===== config.mk =====
export PLATFORM = sky130hd
export DESIGN_NAME = thread_tick_timer
export DESIGN_NICKNAME = d
export VERILOG_FILES = /design/src/rtl/thread_tick_pkg.sv /design/src/rtl/ttt_counter.sv /design/src/rtl/ttt_fanout.sv /design/src/rtl/thread_tick_timer.sv
export SDC_FILE = /design/constraint.sdc
export NUM_CORES = 1
export LEC_CHECK = 0
export ABC_CLOCK_PERIOD_IN_PS = 5850
export CAP_MARGIN = 0
export CORE_UTILIZATION = 35
export DETAILED_ROUTE_END_ITERATION = 8
export PLACE_DENSITY_LB_ADDON = 0.05
export SYNTH_ARGS = -nofsm -noshare
export SYNTH_HDL_FRONTEND = slang
export SYNTH_SLANG_ARGS = --single-unit

===== constraint.sdc =====
create_clock -name clk -period 5.85 [get_ports clk]
set_input_delay 0.585 -clock clk [delete_from_list [all_inputs] [get_ports clk]]
set_output_delay 0.585 -clock clk [all_outputs]
set_load 0.03 [all_outputs]

===== src/rtl/thread_tick_pkg.sv =====
`timescale 1ns/1ps
package thread_tick_pkg;
  localparam logic [7:0] ADDR_CNT  = 8'h21;
  localparam logic [7:0] ADDR_CTRL = 8'h22;
  localparam logic [7:0] ADDR_LIM  = 8'h23;
  localparam logic [7:0] ADDR_MASK = 8'h50;
  localparam logic [7:0] ADDR_TID  = 8'h51;

  typedef struct packed {
    logic gate_halt;  // bit 1
    logic irq_en;     // bit 0
  } tick_ctrl_t;
endpackage


===== src/rtl/ttt_counter.sv =====
`timescale 1ns/1ps
module ttt_counter
  import thread_tick_pkg::*;
#(
  parameter int CW = 32
) (
  input  logic          clk,
  input  logic          rst,
  input  logic          cnt_we,
  input  logic          lim_we,
  input  logic          ctrl_we,
  input  logic [CW-1:0] wdata,
  input  tick_ctrl_t    ctrl_wdata,
  input  logic          core_halted,
  output logic [CW-1:0] cnt,
  output logic [CW-1:0] lim,
  output tick_ctrl_t    ctrl,
  output logic          expire
);
  logic tick;
  logic at_lim;

  assign tick   = !(ctrl.gate_halt && core_halted);
  assign at_lim = (cnt == lim);
  assign expire = tick && at_lim && ctrl.irq_en;

  always_ff @(posedge clk) begin
    if (rst) begin
      cnt  <= '0;
      lim  <= '0;
      ctrl <= '0;
    end else begin
      if (cnt_we)      cnt <= wdata;
      else if (tick)   cnt <= at_lim ? '0 : cnt + 1'b1;
      if (lim_we)      lim <= wdata;
      if (ctrl_we)     ctrl <= ctrl_wdata;
    end
  end

  AST_WRAP_TO_ZERO: assert property (@(posedge clk) disable iff (rst)
    (tick && at_lim && !cnt_we) |=> (cnt == '0));
  AST_HOLD_WHEN_GATED: assert property (@(posedge clk) disable iff (rst)
    (!tick && !cnt_we) |=> $stable(cnt));
  AST_CNT_WRITE_WINS: assert property (@(posedge clk) disable iff (rst)
    cnt_we |=> (cnt == $past(wdata)));
endmodule


===== src/rtl/ttt_fanout.sv =====
`timescale 1ns/1ps
module ttt_fanout #(
  parameter int NT = 16
) (
  input  logic          clk,
  input  logic          rst,
  input  logic          mask_we,
  input  logic [NT-1:0] mask_wdata,
  input  logic          ctrl_we,
  input  logic          expire,
  output logic [NT-1:0] mask,
  output logic [NT-1:0] pend
);
  for (genvar i = 0; i < NT; i++) begin : g_thr
    logic m_q;
    logic p_q;
    always_ff @(posedge clk) begin
      if (rst) begin
        m_q <= 1'b0;
        p_q <= 1'b0;
      end else begin
        if (mask_we) m_q <= mask_wdata[i];
        if (ctrl_we)                         p_q <= 1'b0;
        else if (mask_we && !mask_wdata[i])  p_q <= 1'b0;
        else if (expire && m_q)              p_q <= 1'b1;
      end
    end
    assign mask[i] = m_q;
    assign pend[i] = p_q;
  end

  AST_PEND_WITHIN_MASK: assert property (@(posedge clk) disable iff (rst)
    ((pend & ~mask) == '0));
  AST_CTRL_WR_CLEARS: assert property (@(posedge clk) disable iff (rst)
    ctrl_we |=> (pend == '0));
  AST_NO_RISE_WITHOUT_EXPIRY: assert property (@(posedge clk) disable iff (rst)
    !expire |=> ((pend & ~$past(pend)) == '0));
endmodule


===== src/rtl/thread_tick_timer.sv =====
`timescale 1ns/1ps
module thread_tick_timer
  import thread_tick_pkg::*;
#(
  parameter int NTHREADS = 16,
  parameter int DATA_W   = 32,
  parameter int CNT_W    = 32,
  parameter int ADDR_W   = 8
) (
  input  logic                        clk,
  input  logic                        rst,
  input  logic                        reg_wr_en,
  input  logic                        reg_rd_en,
  input  logic [ADDR_W-1:0]           reg_addr,
  input  logic [DATA_W-1:0]           reg_wdata,
  input  logic [$clog2(NTHREADS)-1:0] reg_tid,
  output logic [DATA_W-1:0]           reg_rdata,
  input  logic [NTHREADS-1:0]         thread_halted,
  output logic [NTHREADS-1:0]         irq_out
);
  localparam int TIDW = $clog2(NTHREADS);

  logic             sel_cnt, sel_ctrl, sel_lim, sel_mask, sel_tid;
  logic [CNT_W-1:0] cnt, lim;
  tick_ctrl_t       ctrl, ctrl_wdata;
  logic             expire;
  logic [NTHREADS-1:0] mask, pend;
  logic [DATA_W-1:0]   rd_mux;

  assign sel_cnt  = (reg_addr == ADDR_W'(ADDR_CNT));
  assign sel_ctrl = (reg_addr == ADDR_W'(ADDR_CTRL));
  assign sel_lim  = (reg_addr == ADDR_W'(ADDR_LIM));
  assign sel_mask = (reg_addr == ADDR_W'(ADDR_MASK));
  assign sel_tid  = (reg_addr == ADDR_W'(ADDR_TID));

  assign ctrl_wdata.irq_en    = reg_wdata[0];
  assign ctrl_wdata.gate_halt = reg_wdata[1];

  ttt_counter #(.CW(CNT_W)) u_cnt (
    .clk         (clk),
    .rst         (rst),
    .cnt_we      (reg_wr_en && sel_cnt),
    .lim_we      (reg_wr_en && sel_lim),
    .ctrl_we     (reg_wr_en && sel_ctrl),
    .wdata       (reg_wdata[CNT_W-1:0]),
    .ctrl_wdata  (ctrl_wdata),
    .core_halted (&thread_halted),
    .cnt         (cnt),
    .lim         (lim),
    .ctrl        (ctrl),
    .expire      (expire)
  );

  ttt_fanout #(.NT(NTHREADS)) u_fan (
    .clk        (clk),
    .rst        (rst),
    .mask_we    (reg_wr_en && sel_mask),
    .mask_wdata (reg_wdata[NTHREADS-1:0]),
    .ctrl_we    (reg_wr_en && sel_ctrl),
    .expire     (expire),
    .mask       (mask),
    .pend       (pend)
  );

  always_comb begin
    rd_mux = '0;
    if (sel_cnt)       rd_mux = DATA_W'(cnt);
    else if (sel_ctrl) rd_mux = DATA_W'(ctrl);
    else if (sel_lim)  rd_mux = DATA_W'(lim);
    else if (sel_mask) rd_mux = DATA_W'(mask);
    else if (sel_tid)  rd_mux = DATA_W'(reg_tid);
  end

  always_ff @(posedge clk) begin
    if (rst)            reg_rdata <= '0;
    else if (reg_rd_en) reg_rdata <= rd_mux;
  end

  assign irq_out = pend;

  AST_UNMAPPED_READS_ZERO: assert property (@(posedge clk) disable iff (rst)
    (reg_rd_en && !(sel_cnt || sel_ctrl || sel_lim || sel_mask || sel_tid))
      |=> (reg_rdata == '0));
  AST_TID_READBACK: assert property (@(posedge clk) disable iff (rst)
    (reg_rd_en && sel_tid) |=> (reg_rdata == DATA_W'($past(reg_tid))));
  AST_RDATA_HOLD: assert property (@(posedge clk) disable iff (rst)
    !reg_rd_en |=> $stable(reg_rdata));
  AST_TID_W: assert property (@(posedge clk) TIDW <= DATA_W);
endmodule


==> results of run 1 <==
==> synth_stat cells (5+ instances only) <==
cell type	instances	area share
nand2_1	143	0.078
dfxtp_1	130	0.38
a21oi_1	92	0.067
nor2_1	61	0.033
nand3_1	58	0.042
clkbuf_1	55	0.030
o21ai_0	40	0.029
xnor2_1	33	0.042
buf_4	25	0.027
a211oi_1	23	0.025
a31oi_1	21	0.019
nand4_1	19	0.017
a41oi_1	17	0.022
nor4_1	17	0.016
nand2b_1	16	0.015
and3_1	15	0.014
mux2_2	14	0.023
mux2i_1	14	0.020
buf_2	10	0.0073
xor2_1	6	0.0077
buf_6	5	0.0082
==> critical path, cell delays in order, from the launching register on <==
cell and delay (ns):
dfxtp_1 0.49, xnor2_1 0.21, nand4_1 0.21, nor4_1 0.85, nand2_1 0.87, a41oi_1 0.43, a211oi_1 0.10
==> registers in the layout, indices dropped and copies added (netlist names) <==
register,flops
reg_rdata,32
u_fan.g_thr.p_q,16
u_cnt.ctrl,2
u_fan.g_thr.m_q,16
u_cnt.cnt,32
u_cnt.lim,32
==> power by group <==
part | switching, W | internal (W) | total (W)
Clock | 0.000445 | 0.000567 | 0.00101
Sequential | 0.00000475 | 0.000892 | 0.000896
Combinational | 0.0000850 | 0.0000644 | 0.000149
Total | 0.000535 | 0.00152 | 0.00206
==> kinds of logic after synthesis <==
| logic type | share of synthesized area |
|---|---|
| and+or+nand+nor | 0.2542 |
| buffers and inverters | 0.08034 |
| adders and majority gates | 0.001826 |
| muxes | 0.04345 |
| xor gates and xnor gates | 0.04985 |
| DFF | 0.3798 |
| AOI/OAI and AO/OA | 0.1906 |
==> cell type report <==
| cell class | count | area, um2 | area share |
|---|---|---|---|
| Clock buffer | 18 | 439.2 | 0.05248 |
| Clock inverter | 14 | 122.6 | 0.01465 |
| Inverter | 4 | 15.01 | 0.001794 |
| Multi-Input combinational cell | 647 | 3705 | 0.4427 |
| Sequential cell | 130 | 2603 | 0.3110 |
| Tap cell | 260 | 325.3 | 0.03888 |
| Timing Repair Buffer | 119 | 1159 | 0.1385 |
==> final timing paths <==
| check | from | endpoint | slack [ns] | cells after the start |
|---|---|---|---|---|
| worst max-delay path | u_cnt.cnt[24] | u_cnt.cnt[20] | 2.52 | 6 |
| worst min-delay path | reg_rdata[27] | reg_rdata[27] | 0.47 | 2 |
| worst max register to register | u_cnt.cnt[24] | u_cnt.cnt[20] | 2.52 | 6 |
| worst min register to register | reg_rdata[27] | reg_rdata[27] | 0.47 | 2 |
==> per-layer routing <==
metal	track usage	part of all wire	up-vias
met2	0.3547	0.47	175
met3	0.04455	0.045	24
met4	0.07414	0.019	0
met5	0	0	-
met1	0.2831	0.47	3146
li1	-	-	3199
==> metrics by stage <==
stage                     setup WS [ns]  area (um2)  instances  total power (W)
after floorplan                   3.479        6853        881        0.0009863
after global placement            2.284        7806       1160         0.001065
after global routing              2.346        8368       1192         0.002139
final                             2.520        8368       1192         0.002058
after detailed placement          2.167        7806       1160         0.001066
after CTS                         2.532        8368       1192         0.002090
==> flow_summary.yaml, run 1 <==
status:
  run_status: "finished clean"
cts:
  clock-root-buffer: "clkbuf_16"
  insertion_delay_ns: 0.42
  numCtsBuffers: 17
  cts_sinks: 130
  cts_resized: 0
  htreeDepth: 4
  holdBufCountCts: 0
  cts_tree: "built"
  cts_setup_buffers: 0
  clockBufferDepth: 2
  clk_pin_slew_ns: 0.06
finish:
  mostFrequentLayoutCells: "nand2_1 (143), dfxtp_1 (130), clkdlybuf4s50_1 (108), a21oi_1 (92), nor2_1 (61)"
  fill_cells: 1943
  area_delta_synth_final_pct: 22.11
  diodes: 0
  post-route-util: 0.4415
  drive_gt1_frac: 0.07082
  layout_commonest_cell: "nand2_1"
  nNetsFinal: 984
timing:
  tightest_slew_ns: 1.157
  clock_skew_ns: 0.007245
  finalSetupViolCount: 0
  max_freq_mhz: 300.3
  finalHoldViolCount: 0
  finalCriticalPeriod_ns: 3.330
  relSlewSlack: 0.2289
  whs_ns: 0.4672
  fin_tns_setup_ns: 0
  rsz0062_at_grt: "false"
  slew_viol_final: 0
  period_share: 0.5692
route:
  antenna_left: 0
  routed-via-count: 6544
  wire_per_inst_um: 17.75
  drtPass1Iterations: 5
  drt_iter0_markers: 497
  drc_errors: 0
  routed_wl_um: 21150
  viasPerCell: 5.490
critical_path:
  path_class: "flop to flop"
  cp-end-kind: "flop"
  cp_max_fo: 25
  cp.required_ns: 6.10
  startpoint_type: "flop"
  cp.arrival_ns: 3.58
synthesis:
  synth_edf_count: 0
  mappedNetlistArea_um2: 6853
  yosys_warnings: 0
  ys_seq_elements: 130
  avgSynthCellArea_um2: 7.778
  synth_cells: 881
  yosysSeqAreaShare: 0.3798
  synthArstFlopShare: 0
  ys.flop_type: "dfxtp_1"
  synth_cell_types: 55
  synth_fp_nets: 946
die:
  die-height_um: 141.9
  ios: 112
  die_width_um: 141.9
  initial_core_util: 0.3615
  fp-row-count: 50
  dieArea_um2: 20140
  coreArea_um2: 18960
global_routing:
  antenna_found_initial: 0
  grt_pass1_wl_um: 33840
  grt_max_degree: 97
  grt_pass1_vias: 6341
  grt.overflow.total: 0
  track_usage: 0.2168
place:
  place.gp.congestion: 0.8015
  portBuffers: 111
  dp_hpwl_um: 14350
worst_hold_path:
  holdCritPathClass: "flop to flop"
pwr:
  p_leak_nw: 2.608
  powerDensity_nw_per_um2: 245.9
  ir_drop_v: 0.0001774
job:
  maxCapViolCount: 0
Note: power is estimated with default switching activity, not from simulation.
==> run 2: changes to the inputs <==
--- a/config.mk
+++ b/config.mk
@@ -5,7 +5,7 @@
 export SDC_FILE = /design/constraint.sdc
 export NUM_CORES = 1
 export LEC_CHECK = 0
-export ABC_CLOCK_PERIOD_IN_PS = 5850
+export ABC_CLOCK_PERIOD_IN_PS = 3150
 export CAP_MARGIN = 0
 export CORE_UTILIZATION = 35
 export DETAILED_ROUTE_END_ITERATION = 8
==> constraint.sdc (replaced) <==
create_clock -name clk -period 3.15 [get_ports clk]
set_input_delay 0.315 -clock clk [delete_from_list [all_inputs] [get_ports clk]]
set_output_delay 0.315 -clock clk [all_outputs]
set_load 0.03 [all_outputs]
==> flow_summary.yaml, run 2 (synthesis gave the netlist of run 1 again) <==
global_routing:
  antenna_found_initial: 0
  grt.overflow.total: 0
  track_usage: 0.2214
  grt_max_degree: 66
  busiest_layer: "met2"
  met3_usage: 0.03982
  met2_usage: 0.3609
  grt_pass1_vias: 6475
  grt_pass1_wl_um: 34740
  grt_util_met1: 0.2916
job:
  maxCapViolCount: 0
timing:
  rsz0062_at_grt: "false"
  fin_tns_setup_ns: 0
  tightest_slew_ns: 0.8012
  finalCriticalPeriod_ns: 2.614
  max_freq_mhz: 382.6
  finalHoldViolCount: 0
  relSlewSlack: 0.4651
  finalSetupViolCount: 0
  slew_viol_final: 0
  clock_skew_ns: 0.01247
  period_share: 0.8298
cts:
  clock-root-buffer: "clkbuf_16"
  clk_pin_slew_ns: 0.06
  numCtsBuffers: 17
  insertion_delay_ns: 0.42
  cts_setup_buffers: 0
  cts_tree: "built"
  htreeDepth: 4
  clockBufferDepth: 2
  holdBufCountCts: 0
  cts_resized: 0
  cts_sinks: 130
critical_path:
  cp.arrival_ns: 2.95
  path_class: "flop to flop"
  cp-end-kind: "flop"
  cp_max_fo: 7
  startpoint_type: "flop"
  cp.required_ns: 3.48
finish:
  mostFrequentLayoutCells: "nand2_1 (143), dfxtp_1 (130), clkdlybuf4s50_1 (108), a21oi_1 (92), nor2_1 (61)"
  layout_commonest_cell: "nand2_1"
  drive_gt1_frac: 0.08553
  post-route-util: 0.4484
  reg_top3: "reg_rdata x32, u_cnt.cnt x32, u_cnt.lim x32"
  area_delta_synth_final_pct: 24.05
  diodes: 0
  fin_cells: 1207
  nNetsFinal: 999
die:
  die-height_um: 141.9
  die_width_um: 141.9
  coreArea_um2: 18960
  dieArea_um2: 20140
  initial_core_util: 0.3615
  fp-row-count: 50
  ios: 112
route:
  drt_iter0_markers: 537
  routed_wl_um: 21570
  antenna_left: 0
  drc_errors: 0
  drtPass1Iterations: 5
  routed-via-count: 6586
  wire_per_inst_um: 17.87
  viasPerCell: 5.457
pwr:
  power_w: 0.003851
  powerDensity_nw_per_um2: 453.0
  clkPwrFrac: 0.492
  p_int_w: 0.002838
  swShare: 0.2629
  p_leak_nw: 2.691
  share_comb_of_total_power: 0.076
  power.switching_w: 0.001012
  ir_drop_v: 0.0003119
  seqPwrFrac: 0.432
place:
  portBuffers: 111
  place.gp.congestion: 0.8705
  dp_hpwl_um: 14970
  dp.cells: 1175
worst_hold_path:
  holdCritPathClass: "input port to flop"
status:
  run_status: "finished clean"
-- run 2: changes by cell type in the layout (fill, tap and decap cells not counted) --
cell / change
and2_0: +1
and2_1: -1
buf_12: +2
buf_4: +13
clkinv_2: +1
clkinv_4: -2
clkinvlp_4: -1
inv_6: +3
inv_8: -1
-- run 2: worst max-delay path, cell delays in order (launching register included) --
cell	delay [ns]
dfxtp_1	0.47
ha_1	0.29
and4_1	0.31
nand3_1	0.17
or3_1	0.44
or4_1	0.42
a211o_1	0.30
a31oi_1	0.13
-- run 2: metal layers --
metal	vias to the layer above	wire length, um
li1	3227	-
met1	3181	10240
met2	155	10200
met3	23	752
met4	0	377
met5	-	0
-- run 2: final cells by class --
| class | count | area [um2] |
|---|---|---|
| clock buffer | 18 | 439.2 |
| clock inverter | 14 | 117.6 |
| fill | 1916 | 10460 |
| inverter | 4 | 15.01 |
| multi-input combinational | 647 | 3705 |
| sequential | 130 | 2603 |
| tap | 260 | 325.3 |
| timing repair buffer | 134 | 1296 |
-- run 2: through the flow --
step | setup slack, ns | hold slack (ns) | instance area (um2)
global placement | 0.5998 | 0.4554 | 7944
floorplan | 0.9049 | 0.4488 | 6853
CTS | 0.5622 | 0.4450 | 8501
detailed placement | 0.5584 | 0.4589 | 7944
finish | 0.5361 | 0.4668 | 8501
global route | 0.3814 | 0.4773 | 8501
-- run 2: worst paths after layout --
kind	start	endpoint	slack, ns	cells after the start
min reg2reg	reg_rdata[18]	reg_rdata[18]	0.47	2
min	reg_addr[1]	u_cnt.ctrl[1]	0.47	4
max	u_cnt.cnt[0]	u_cnt.cnt[30]	0.54	7
max reg2reg	u_cnt.cnt[0]	u_cnt.cnt[30]	0.54	7
-- run 2: power groups by stage --
stage          logic (W)  clock network [W]  registers, W
2_1_floorplan   0.000113                  0       0.00172
3_3_place_gp    0.000291                  0       0.00170
3_5_place_dp    0.000293                  0       0.00170
4_1_cts         0.000294            0.00193       0.00166
5_1_grt         0.000315            0.00201       0.00166
6_report        0.000293            0.00189       0.00166
